$ cat src/rtl/pat_count_pkg.sv
package pat_count_pkg;

  typedef enum logic [2:0] {
    ST_NONE = 3'd0,
    ST_Z    = 3'd1,
    ST_ZO   = 3'd2,
    ST_ZOZ  = 3'd3,
    ST_HIT  = 3'd4
  } pstate_e;

  localparam int SEG_W = 7;
  localparam int NIB_W = 4;

  // active-high lit mask, bit order {g,f,e,d,c,b,a}
  function automatic logic [SEG_W-1:0] hex_mask(input logic [NIB_W-1:0] v);
    logic [SEG_W-1:0] m;
    case (v)
      4'h0: m = 7'h3F;
      4'h1: m = 7'h06;
      4'h2: m = 7'h5B;
      4'h3: m = 7'h4F;
      4'h4: m = 7'h66;
      4'h5: m = 7'h6D;
      4'h6: m = 7'h7D;
      4'h7: m = 7'h07;
      4'h8: m = 7'h7F;
      4'h9: m = 7'h6F;
      4'hA: m = 7'h77;
      4'hB: m = 7'h7C;
      4'hC: m = 7'h39;
      4'hD: m = 7'h5E;
      4'hE: m = 7'h79;
      default: m = 7'h71;
    endcase
    return m;
  endfunction

endpackage

$ cat src/rtl/pat_fsm.sv
module pat_fsm
  import pat_count_pkg::*;
(
  input  logic clk,
  input  logic rst_n,
  input  logic din,
  output logic detect,
  output logic hit_next
);

  pstate_e state_q;
  pstate_e state_d;

  always_comb begin
    case (state_q)
      ST_NONE: state_d = din ? ST_NONE : ST_Z;
      ST_Z:    state_d = din ? ST_ZO   : ST_Z;
      ST_ZO:   state_d = din ? ST_NONE : ST_ZOZ;
      ST_ZOZ:  state_d = din ? ST_HIT  : ST_Z;
      ST_HIT:  state_d = din ? ST_NONE : ST_ZOZ;
      default: state_d = ST_NONE;
    endcase
  end

  always_ff @(posedge clk or negedge rst_n) begin
    if (!rst_n) state_q <= ST_NONE;
    else        state_q <= state_d;
  end

  assign detect   = (state_q == ST_HIT);
  assign hit_next = (state_d == ST_HIT);

  // a match always closes on a 1
  a_r2_ends_on_one: assert property (@(posedge clk) disable iff (!rst_n)
    detect |-> $past(din));

  // overlapping matches are at least two cycles apart
  a_r3_gap_after_hit: assert property (@(posedge clk) disable iff (!rst_n)
    detect |=> !detect);

endmodule

$ cat src/rtl/pat_counter.sv
module pat_counter #(
  parameter int W = 8
) (
  input  logic         clk,
  input  logic         rst_n,
  input  logic         inc,
  output logic [W-1:0] cnt
);

  always_ff @(posedge clk or negedge rst_n) begin
    if (!rst_n)   cnt <= '0;
    else if (inc) cnt <= cnt + W'(1);
  end

endmodule

$ cat src/rtl/pat_seg_digit.sv
module pat_seg_digit
  import pat_count_pkg::*;
(
  input  logic [NIB_W-1:0] nib,
  output logic [SEG_W-1:0] seg_n
);

  assign seg_n = ~hex_mask(nib);

  // every hex glyph lights at least two segments
  always_comb begin
    a_r6_glyph_lit: assert ($countones(~seg_n) >= 2);
  end

endmodule

$ cat src/rtl/pat_count_top.sv
module pat_count_top
  import pat_count_pkg::*;
#(
  parameter int COUNT_W = 8
) (
  input  logic                                clk,
  input  logic                                rst_n,
  input  logic                                din,
  output logic                                detect,
  output logic [COUNT_W-1:0]                  count,
  output logic [((COUNT_W+3)/4)*SEG_W-1:0]    seg_n
);

  localparam int NDIG  = (COUNT_W + NIB_W - 1) / NIB_W;
  localparam int PAD_W = NDIG * NIB_W;

  logic             hit_next;
  logic [PAD_W-1:0] count_pad;

  pat_fsm u_fsm (
    .clk      (clk),
    .rst_n    (rst_n),
    .din      (din),
    .detect   (detect),
    .hit_next (hit_next)
  );

  pat_counter #(.W(COUNT_W)) u_cnt (
    .clk   (clk),
    .rst_n (rst_n),
    .inc   (hit_next),
    .cnt   (count)
  );

  assign count_pad = PAD_W'(count);

  for (genvar k = 0; k < NDIG; k++) begin : g_dig
    pat_seg_digit u_dig (
      .nib   (count_pad[k*NIB_W +: NIB_W]),
      .seg_n (seg_n[k*SEG_W +: SEG_W])
    );
  end

  // the count steps exactly when the flag is raised
  a_r4_step_on_detect: assert property (@(posedge clk) disable iff (!rst_n)
    detect |-> (count == $past(count) + COUNT_W'(1)));

  a_r4_hold_otherwise: assert property (@(posedge clk) disable iff (!rst_n)
    !detect |-> $stable(count));

endmodule

$ cat config.mk
export PLATFORM = sky130hd
export DESIGN_NAME = pat_count_top
export DESIGN_NICKNAME = d
export VERILOG_FILES = /design/src/rtl/pat_count_pkg.sv /design/src/rtl/pat_fsm.sv /design/src/rtl/pat_counter.sv /design/src/rtl/pat_seg_digit.sv /design/src/rtl/pat_count_top.sv
export SDC_FILE = /design/constraint.sdc
export NUM_CORES = 1
export LEC_CHECK = 0
export BUFFER_PORTS_ARGS = -buffer_cell sky130_fd_sc_hd__buf_2
export CAP_MARGIN = 10
export CORE_AREA = 2 2 49 51
export CTS_CLUSTER_SIZE = 25
export DETAILED_ROUTE_END_ITERATION = 8
export DIE_AREA = 0 0 51 53
export PLACE_DENSITY = 0.69
export SLEW_MARGIN = 20
export SYNTH_ARGS = -nofsm -noshare
export SYNTH_HDL_FRONTEND = slang
export SYNTH_SLANG_ARGS = --single-unit
$ cat constraint.sdc
create_clock -name clk -period 1.7 [get_ports clk]
set_input_delay 0.17 -clock clk [delete_from_list [all_inputs] [get_ports clk]]
set_output_delay 0.17 -clock clk [all_outputs]
set_load 0.05 [all_outputs]
==> metrics, run 1 <==
NetSw about 1500 uW; Clock Sinks 11; fin crit share 112%; Ys Warns 0; register share of total power between 10 and 15%; layout filler cell count approximately 170; area added between synthesis and finish 62.8%; Reg2Reg Setup Slack ~0.37 ns; via count between 800 and 900; share of cells above drive strength 1 approximately three fifths; DR vias/cell 5.14; max incr delay on CP around 0.47 ns; hold_sp din; placed cell area roughly 0.0013 mm2; I/O pin count 26; path type of the worst setup path reg2out; worst setup margin -0.203 ns; Critical path buffers and inverters 3; final hold vios 0; Post-synth EDFFs 0; Initial Util between 40 and 50%; Post-DP HPWL about 1.7 mm; Routed WL roughly 2.4 mm; Max Fclk approximately 0.53 GHz; ys flop type dfrtp_1; non-filler cells in the finished layout about 170; total congestion overflow 0; combinational power share slightly below 80%; Hold EP u_fsm.state_q[0]; cell count after synthesis 102; Max Slew Vio Count 0; die width just over 50 um; CP endpoint kind primary output; Die Height about 53 um; H-tree depth 1; DR iter-0 viols 6; power density cells between 1500 and 2000 mW/mm2; flops & latches, synth 11; clock latency on the worst-skew pair between 0.2 and 0.3 ns; Core ar. between 0.002 and 0.0025 mm2; routed len/inst approximately 14 um; hold path cells 2; antenna cells 0; CTS tree built; ys async rst share between 90% and 100%; FF-to-FF path depth 6; hold_ws 0.104 ns; placer congestion estimate ~0.73; class of the worst hold path in2reg; sequential cell area fraction in the yosys report slightly below 30%; synth top area cells dfrtp_1, ha_1, xnor2_1; Clock Skew about 0.00096 ns; dpl ws 0.0122 ns; crit-path cells inv_4, ha_4, inv_2, mux4_2, buf_8; nets roughly 160; failing checks setup timing; crit path time final between 1.5 and 2 ns; LEAKAGE ~0.00067 uW; startpoint types flip-flop; FF-to-FF End u_cnt.cnt[6]; syn_nets between 100 and 150; switching part of the total power 52.8%; Clk network pwr share around 6.2%; Overall Global Routing Usage 18.7%; Rel. slew slack between 70% and 80%; critical path arrival between 1.5 and 2 ns; DRC Markers 0; outcome finished with violations; setup violators final 8; # rows 17; maximum buffer depth of the clock tree 2; total chip power roughly 2800 uW; max cap viols 0; area leader, netlist dfrtp_1; Die ar. between 0.002 and 0.003 mm2; Slew @ Worst Pin 0.374 ns; PortBufs 25; root buffer cell clkbuf_4; peak supply drop 1.42 mV; RSZ-0062 raised after global routing true; Worst Path Required roughly 1.5 ns; Synth cell types 28; critical-path maximum fanout 4; Synth top area share 28.9%; top cell family by delay on the critical path multiplexers; pin count of the biggest net entering global routing 16; Commonest cells post-synth dfrtp_1, ha_1, nor2_1; Synth Cell Area ~950 um2; first-pass GRT wire length ~3.7 mm; CTS clk-pin slew, worst paths 0.07 ns; antenna violations before repair 0; Slowest-stage cell, CP mux4_2; Worst R2R Start u_cnt.cnt[1]; CTS Buf Count 3; P_int about 1300 uW; Detail Route Antenna Nets 0; Post-Syn Area per Cell ~9.3 um2; Post-Place Cells between 150 and 200; number of global-route vias before repair 864; 1st-pass router iterations 4; Finished Cell Area 0.00155 mm2
-- per-stage QoR --
step           setup TNS (ns)  util (%)
2_1_floorplan         -0.0611         -
3_3_place_gp                0      59.6
3_5_place_dp                0      59.6
4_1_cts                -0.711      68.0
5_1_grt                 -1.36      72.2
6_report               -0.837      72.2
-- worst max-delay path by stage --
stage                      start        end  slack [ns]  cells after the start
finish              u_cnt.cnt[4]  seg_n[10]       -0.20                      5
global placement    u_cnt.cnt[0]   seg_n[0]        0.03                      6
global route        u_cnt.cnt[1]   seg_n[0]       -0.24                      6
CTS                 u_cnt.cnt[1]   seg_n[3]       -0.18                      4
detailed placement  u_cnt.cnt[0]   seg_n[0]        0.01                      6
floorplan           u_cnt.cnt[5]  seg_n[10]       -0.04                      4
-- kinds of logic after synthesis --
| kind of cell | after synthesis | share of synthesized area (%) |
|---|---|---|
| compound gates | 16 | 11.6 |
| xor+xnor | 8 | 7.36 |
| fa+ha+maj | 11 | 14.5 |
| buf+inv | 13 | 8.28 |
| flops | 11 | 28.9 |
| mux | 6 | 8.94 |
| simple gates | 37 | 20.5 |
-- metal layers --
| metal | GRT usage (%) | vias to the layer above | share of wire [%] |
|---|---|---|---|
| li1 | - | 447 | - |
| met1 | 20.0 | 414 | 42 |
| met2 | 38.3 | 21 | 55 |
| met3 | 2.54 | 2 | 2.7 |
| met4 | 4.05 | 0 | 0.21 |
| met5 | 0 | - | 0 |
-- timing repair --
action                                 CTS  global route
setup buffers                            2             3
resized for setup                       39            16
hold buffers                             1             0
setup endpoints to repair               14            14
pin swaps                                3             4
endpoints found under the hold margin   11             0
-- registers in the layout, summed over array words and instances (netlist names) --
| register | cells |
|---|---|
| u_cnt.cnt | 8 |
| u_fsm.state_q | 3 |
-- cell type report --
type | instances | area (um2) | share of cell area, %
Multi-Input combinational cell | 78 | 800 | 51.6
Timing Repair Buffer | 43 | 358 | 23.1
Sequential cell | 11 | 292 | 18.8
Inverter | 8 | 40.0 | 2.58
Tap cell | 28 | 35.0 | 2.26
Clock buffer | 4 | 26.3 | 1.69
-- power by group through the flow --
stage               Sequential (uW)  Clock [uW]  Combinational, uW
floorplan                       602           0               1260
global placement                403           0               1830
detailed placement              408           0               1850
CTS                             406         183               2140
global route                    422         191               2370
finish                          408         175               2230
-- cell usage in the layout (no fill, tap or decap), types with 3 or more instances in the layout --
cell,Yosys,routed
nand2_1,8,5
dfrtp_2,0,4
nor2_1,10,10
a31oi_4,0,3
buf_2,2,11
mux2i_1,4,3
xnor2_1,8,8
dfrtp_1,11,4
inv_4,0,4
ha_1,11,3
clkbuf_4,0,3
nand3_1,5,5
dfrtp_4,0,3
buf_4,0,17
buf_6,1,12
o21ai_2,0,3
ha_4,0,4
ha_2,0,4
-- worst register-to-register path, cell delays in order, from the launching register on --
cell,delay (ns)
dfrtp_2,0.44
buf_4,0.15
ha_2,0.18
buf_4,0.14
and3_1,0.15
nand3_1,0.09
xnor2_1,0.11
Power figures use the tool's default switching activity.
==> inputs of run 2 (changes only) <==
--- a/config.mk
+++ b/config.mk
@@ -11,7 +11,7 @@
 export CTS_CLUSTER_SIZE = 25
 export DETAILED_ROUTE_END_ITERATION = 8
 export DIE_AREA = 0 0 51 53
-export PLACE_DENSITY = 0.69
+export PLACE_DENSITY = 0.76
 export SLEW_MARGIN = 20
 export SYNTH_ARGS = -nofsm -noshare
 export SYNTH_HDL_FRONTEND = slang
==> run 2 against run 1 <==
The run still ends with setup timing left. Hold slack worse by 0.029 ns. Routed wire length grew 1.3%. Worst setup slack got worse by 0.011 ns. Critical path depth is the same. Maximum frequency is 0.56% lower. Clock skew is 0.0045 ns higher. Cell area is 1.8% lower. Non-clock buffer count is 2 lower. Clock power grew 9%. Sequential power up 7.4%. Die area did not move.
==> metrics, run 2 (synthesis results as in run 1) <==
1st-pass router iterations 4 (unchanged); total congestion overflow 0 (unchanged); hold path cells 2 (unchanged); routed len/inst 14.2 um (+2.5%); Critical path buffers and inverters 3 (unchanged); Worst Path Required 1.53 ns (about the same); LEAKAGE 0.000652 uW (-2.2%); Post-DP HPWL 1.72 mm (+2.0%); FF/Latch Area 289 um2 (-0.86%); PortBufs 25 (unchanged); die width 51 um (unchanged); Rel. slew slack 72.7% (-2.3 points); CTS tree built; Post-Place Cells 162 (unchanged); Routed WL 2.41 mm (+1.3%); path type of the worst setup path reg2out; critical path arrival 1.74 ns (about the same); Die ar. 0.00270 mm2 (unchanged); H-tree depth 1 (unchanged); fin crit share 113% (+0.63 points); root buffer cell clkbuf_4; total chip power 2820 uW (+0.17%); peak supply drop 1.49 mV (+4.8%); Max Fclk 0.523 GHz (-0.56%); final hold vios 0 (unchanged); crit path time final 1.91 ns (+0.0107 ns); class of the worst hold path in2reg; Reg2Reg Setup Slack 0.31 ns (-0.06 ns); max incr delay on CP 0.47 ns (about the same); crit-path cells inv_4, ha_4, inv_2, mux4_2, buf_6; pin count of the biggest net entering global routing 16 (unchanged); startpoint types flip-flop; Clock Sinks 11 (unchanged); # rows 17 (unchanged); maximum buffer depth of the clock tree 2 (unchanged); CTS clk-pin slew, worst paths 0.08 ns (about the same); Slowest-stage cell, CP dfrtp_4; commonest cells after routing, fill and taps aside buf_6, buf_4, buf_2; max cap viols 0 (unchanged); layout filler cell count 151 (-8.5%); max reg flops 8 (unchanged); critical-path maximum fanout 4 (unchanged); number of global-route vias before repair 911 (+5.4%); clock latency on the worst-skew pair 0.28 ns (+0.02 ns); largest reg by FF count u_cnt.cnt; share of cells above drive strength 1 60.6% (+0.15 points); area of the multi-input gates 788 um2 (-1.4%); failing checks setup timing; Initial Util 44.3% (unchanged); Detail Route Antenna Nets 0 (unchanged); Core ar. 0.00215 mm2 (unchanged); area added between synthesis and finish 59.9%; DRC Markers 0 (unchanged); CP endpoint kind primary output; top cell family by delay on the critical path flip-flops; FF-to-FF path depth 6 (unchanged); RSZ-0062 raised after global routing true; power density cells 1850 mW/mm2 (+2.0%); Max Slew Vio Count 0 (unchanged); Slew @ Worst Pin 0.409 ns (+0.0349 ns); DR vias/cell 5.19 (+0.95%); FF-to-FF End u_cnt.cnt[6]; Finished Core Util 70.9% (-1.3 points); critical path endpoint seg_n[3]; Overall Global Routing Usage 20.0% (+1.3 points); Die Height 53 um (unchanged); non-filler cells in the finished layout 170 (-1.2%); antenna violations before repair 0 (unchanged); placer congestion estimate 0.771 (+5.2%); via count 882 (-0.23%); CTS Buf Count 3 (unchanged); I/O pin count 26 (unchanged); Worst R2R Start u_cnt.cnt[1]; Top Registers u_cnt.cnt (8), u_fsm.state_q (3); nets 157 (-1.3%); DR iter-0 viols 17 (+11); outcome finished with violations; Worst Setup SP u_cnt.cnt[0]; setup violators final 8 (unchanged); first-pass GRT wire length 3.99 mm (+6.5%); antenna cells 0 (unchanged); worst setup margin -0.213 ns (-0.0107 ns); Clock Skew 0.00548 ns (+0.00453 ns); Critical Path Stages 5 (unchanged)
-- run 2: worst reg2reg max path: stages, from the launching register on --
cell	delay (ns)
dfrtp_2	0.42
buf_4	0.15
ha_2	0.20
buf_4	0.15
and3_1	0.15
nand3_1	0.09
xnor2_1	0.14
-- run 2: repair_timing --
action | in CTS | in global routing
pin swaps | 4 | 4
resized for setup | 39 | 12
setup buffers | 2 | 1
hold endpoints to repair | 11 | 0
hold buffers | 1 | 0
gates cloned | 0 | 0
setup endpoints to repair | 14 | 14
-- run 2: metrics by stage --
stage                     TNS [ns]  hold WS, ns  cell area, um2  setup slack [ns]
final                       -0.789       0.0750            1520            -0.213
after global routing         -1.44       0.0707            1520            -0.255
after CTS                   -0.787       0.0736            1470            -0.196
after detailed placement   -0.0224       0.0548            1280           -0.0224
after global placement           0       0.0499            1280            0.0324
after floorplan            -0.0611       -0.126            1080           -0.0436
-- run 2: where the power goes --
group / leakage [uW] / internal [uW] / total, uW / switching, uW
Combinational: 0.000501 / 873 / 2190 / 1320
Clock: 0.0000177 / 87.5 / 190 / 103
Sequential: 0.000133 / 328 / 438 / 110
Total: 0.000652 / 1290 / 2820 / 1530
-- run 2: how the worst min path moves through the flow --
stage | start | endpoint | slack, ns
after floorplan | rst_n | u_cnt.cnt[1] | -0.13
after global placement | rst_n | u_fsm.state_q[2] | 0.05
after detailed placement | rst_n | u_fsm.state_q[2] | 0.05
after CTS | din | u_fsm.state_q[0] | 0.07
after global routing | din | u_fsm.state_q[0] | 0.07
final | din | u_fsm.state_q[0] | 0.08
-- run 2: layer usage --
metal  vias up  share of wire [%]  global-route usage (%)
li1        442                  -                       -
met1       413                 39                    21.0
met2        20                 56                    38.7
met3         7                3.1                    2.82
met4         0                2.4                    9.91
met5         -                  0                       0
-- run 2: cell type report --
type | count | area share, %
Clock buffer | 3 | 1.48
Clock inverter | 1 | 0.329
Inverter | 8 | 2.63
Multi-Input combinational cell | 78 | 51.8
Sequential cell | 11 | 19.0
Tap cell | 28 | 2.30
Timing Repair Buffer | 41 | 22.5
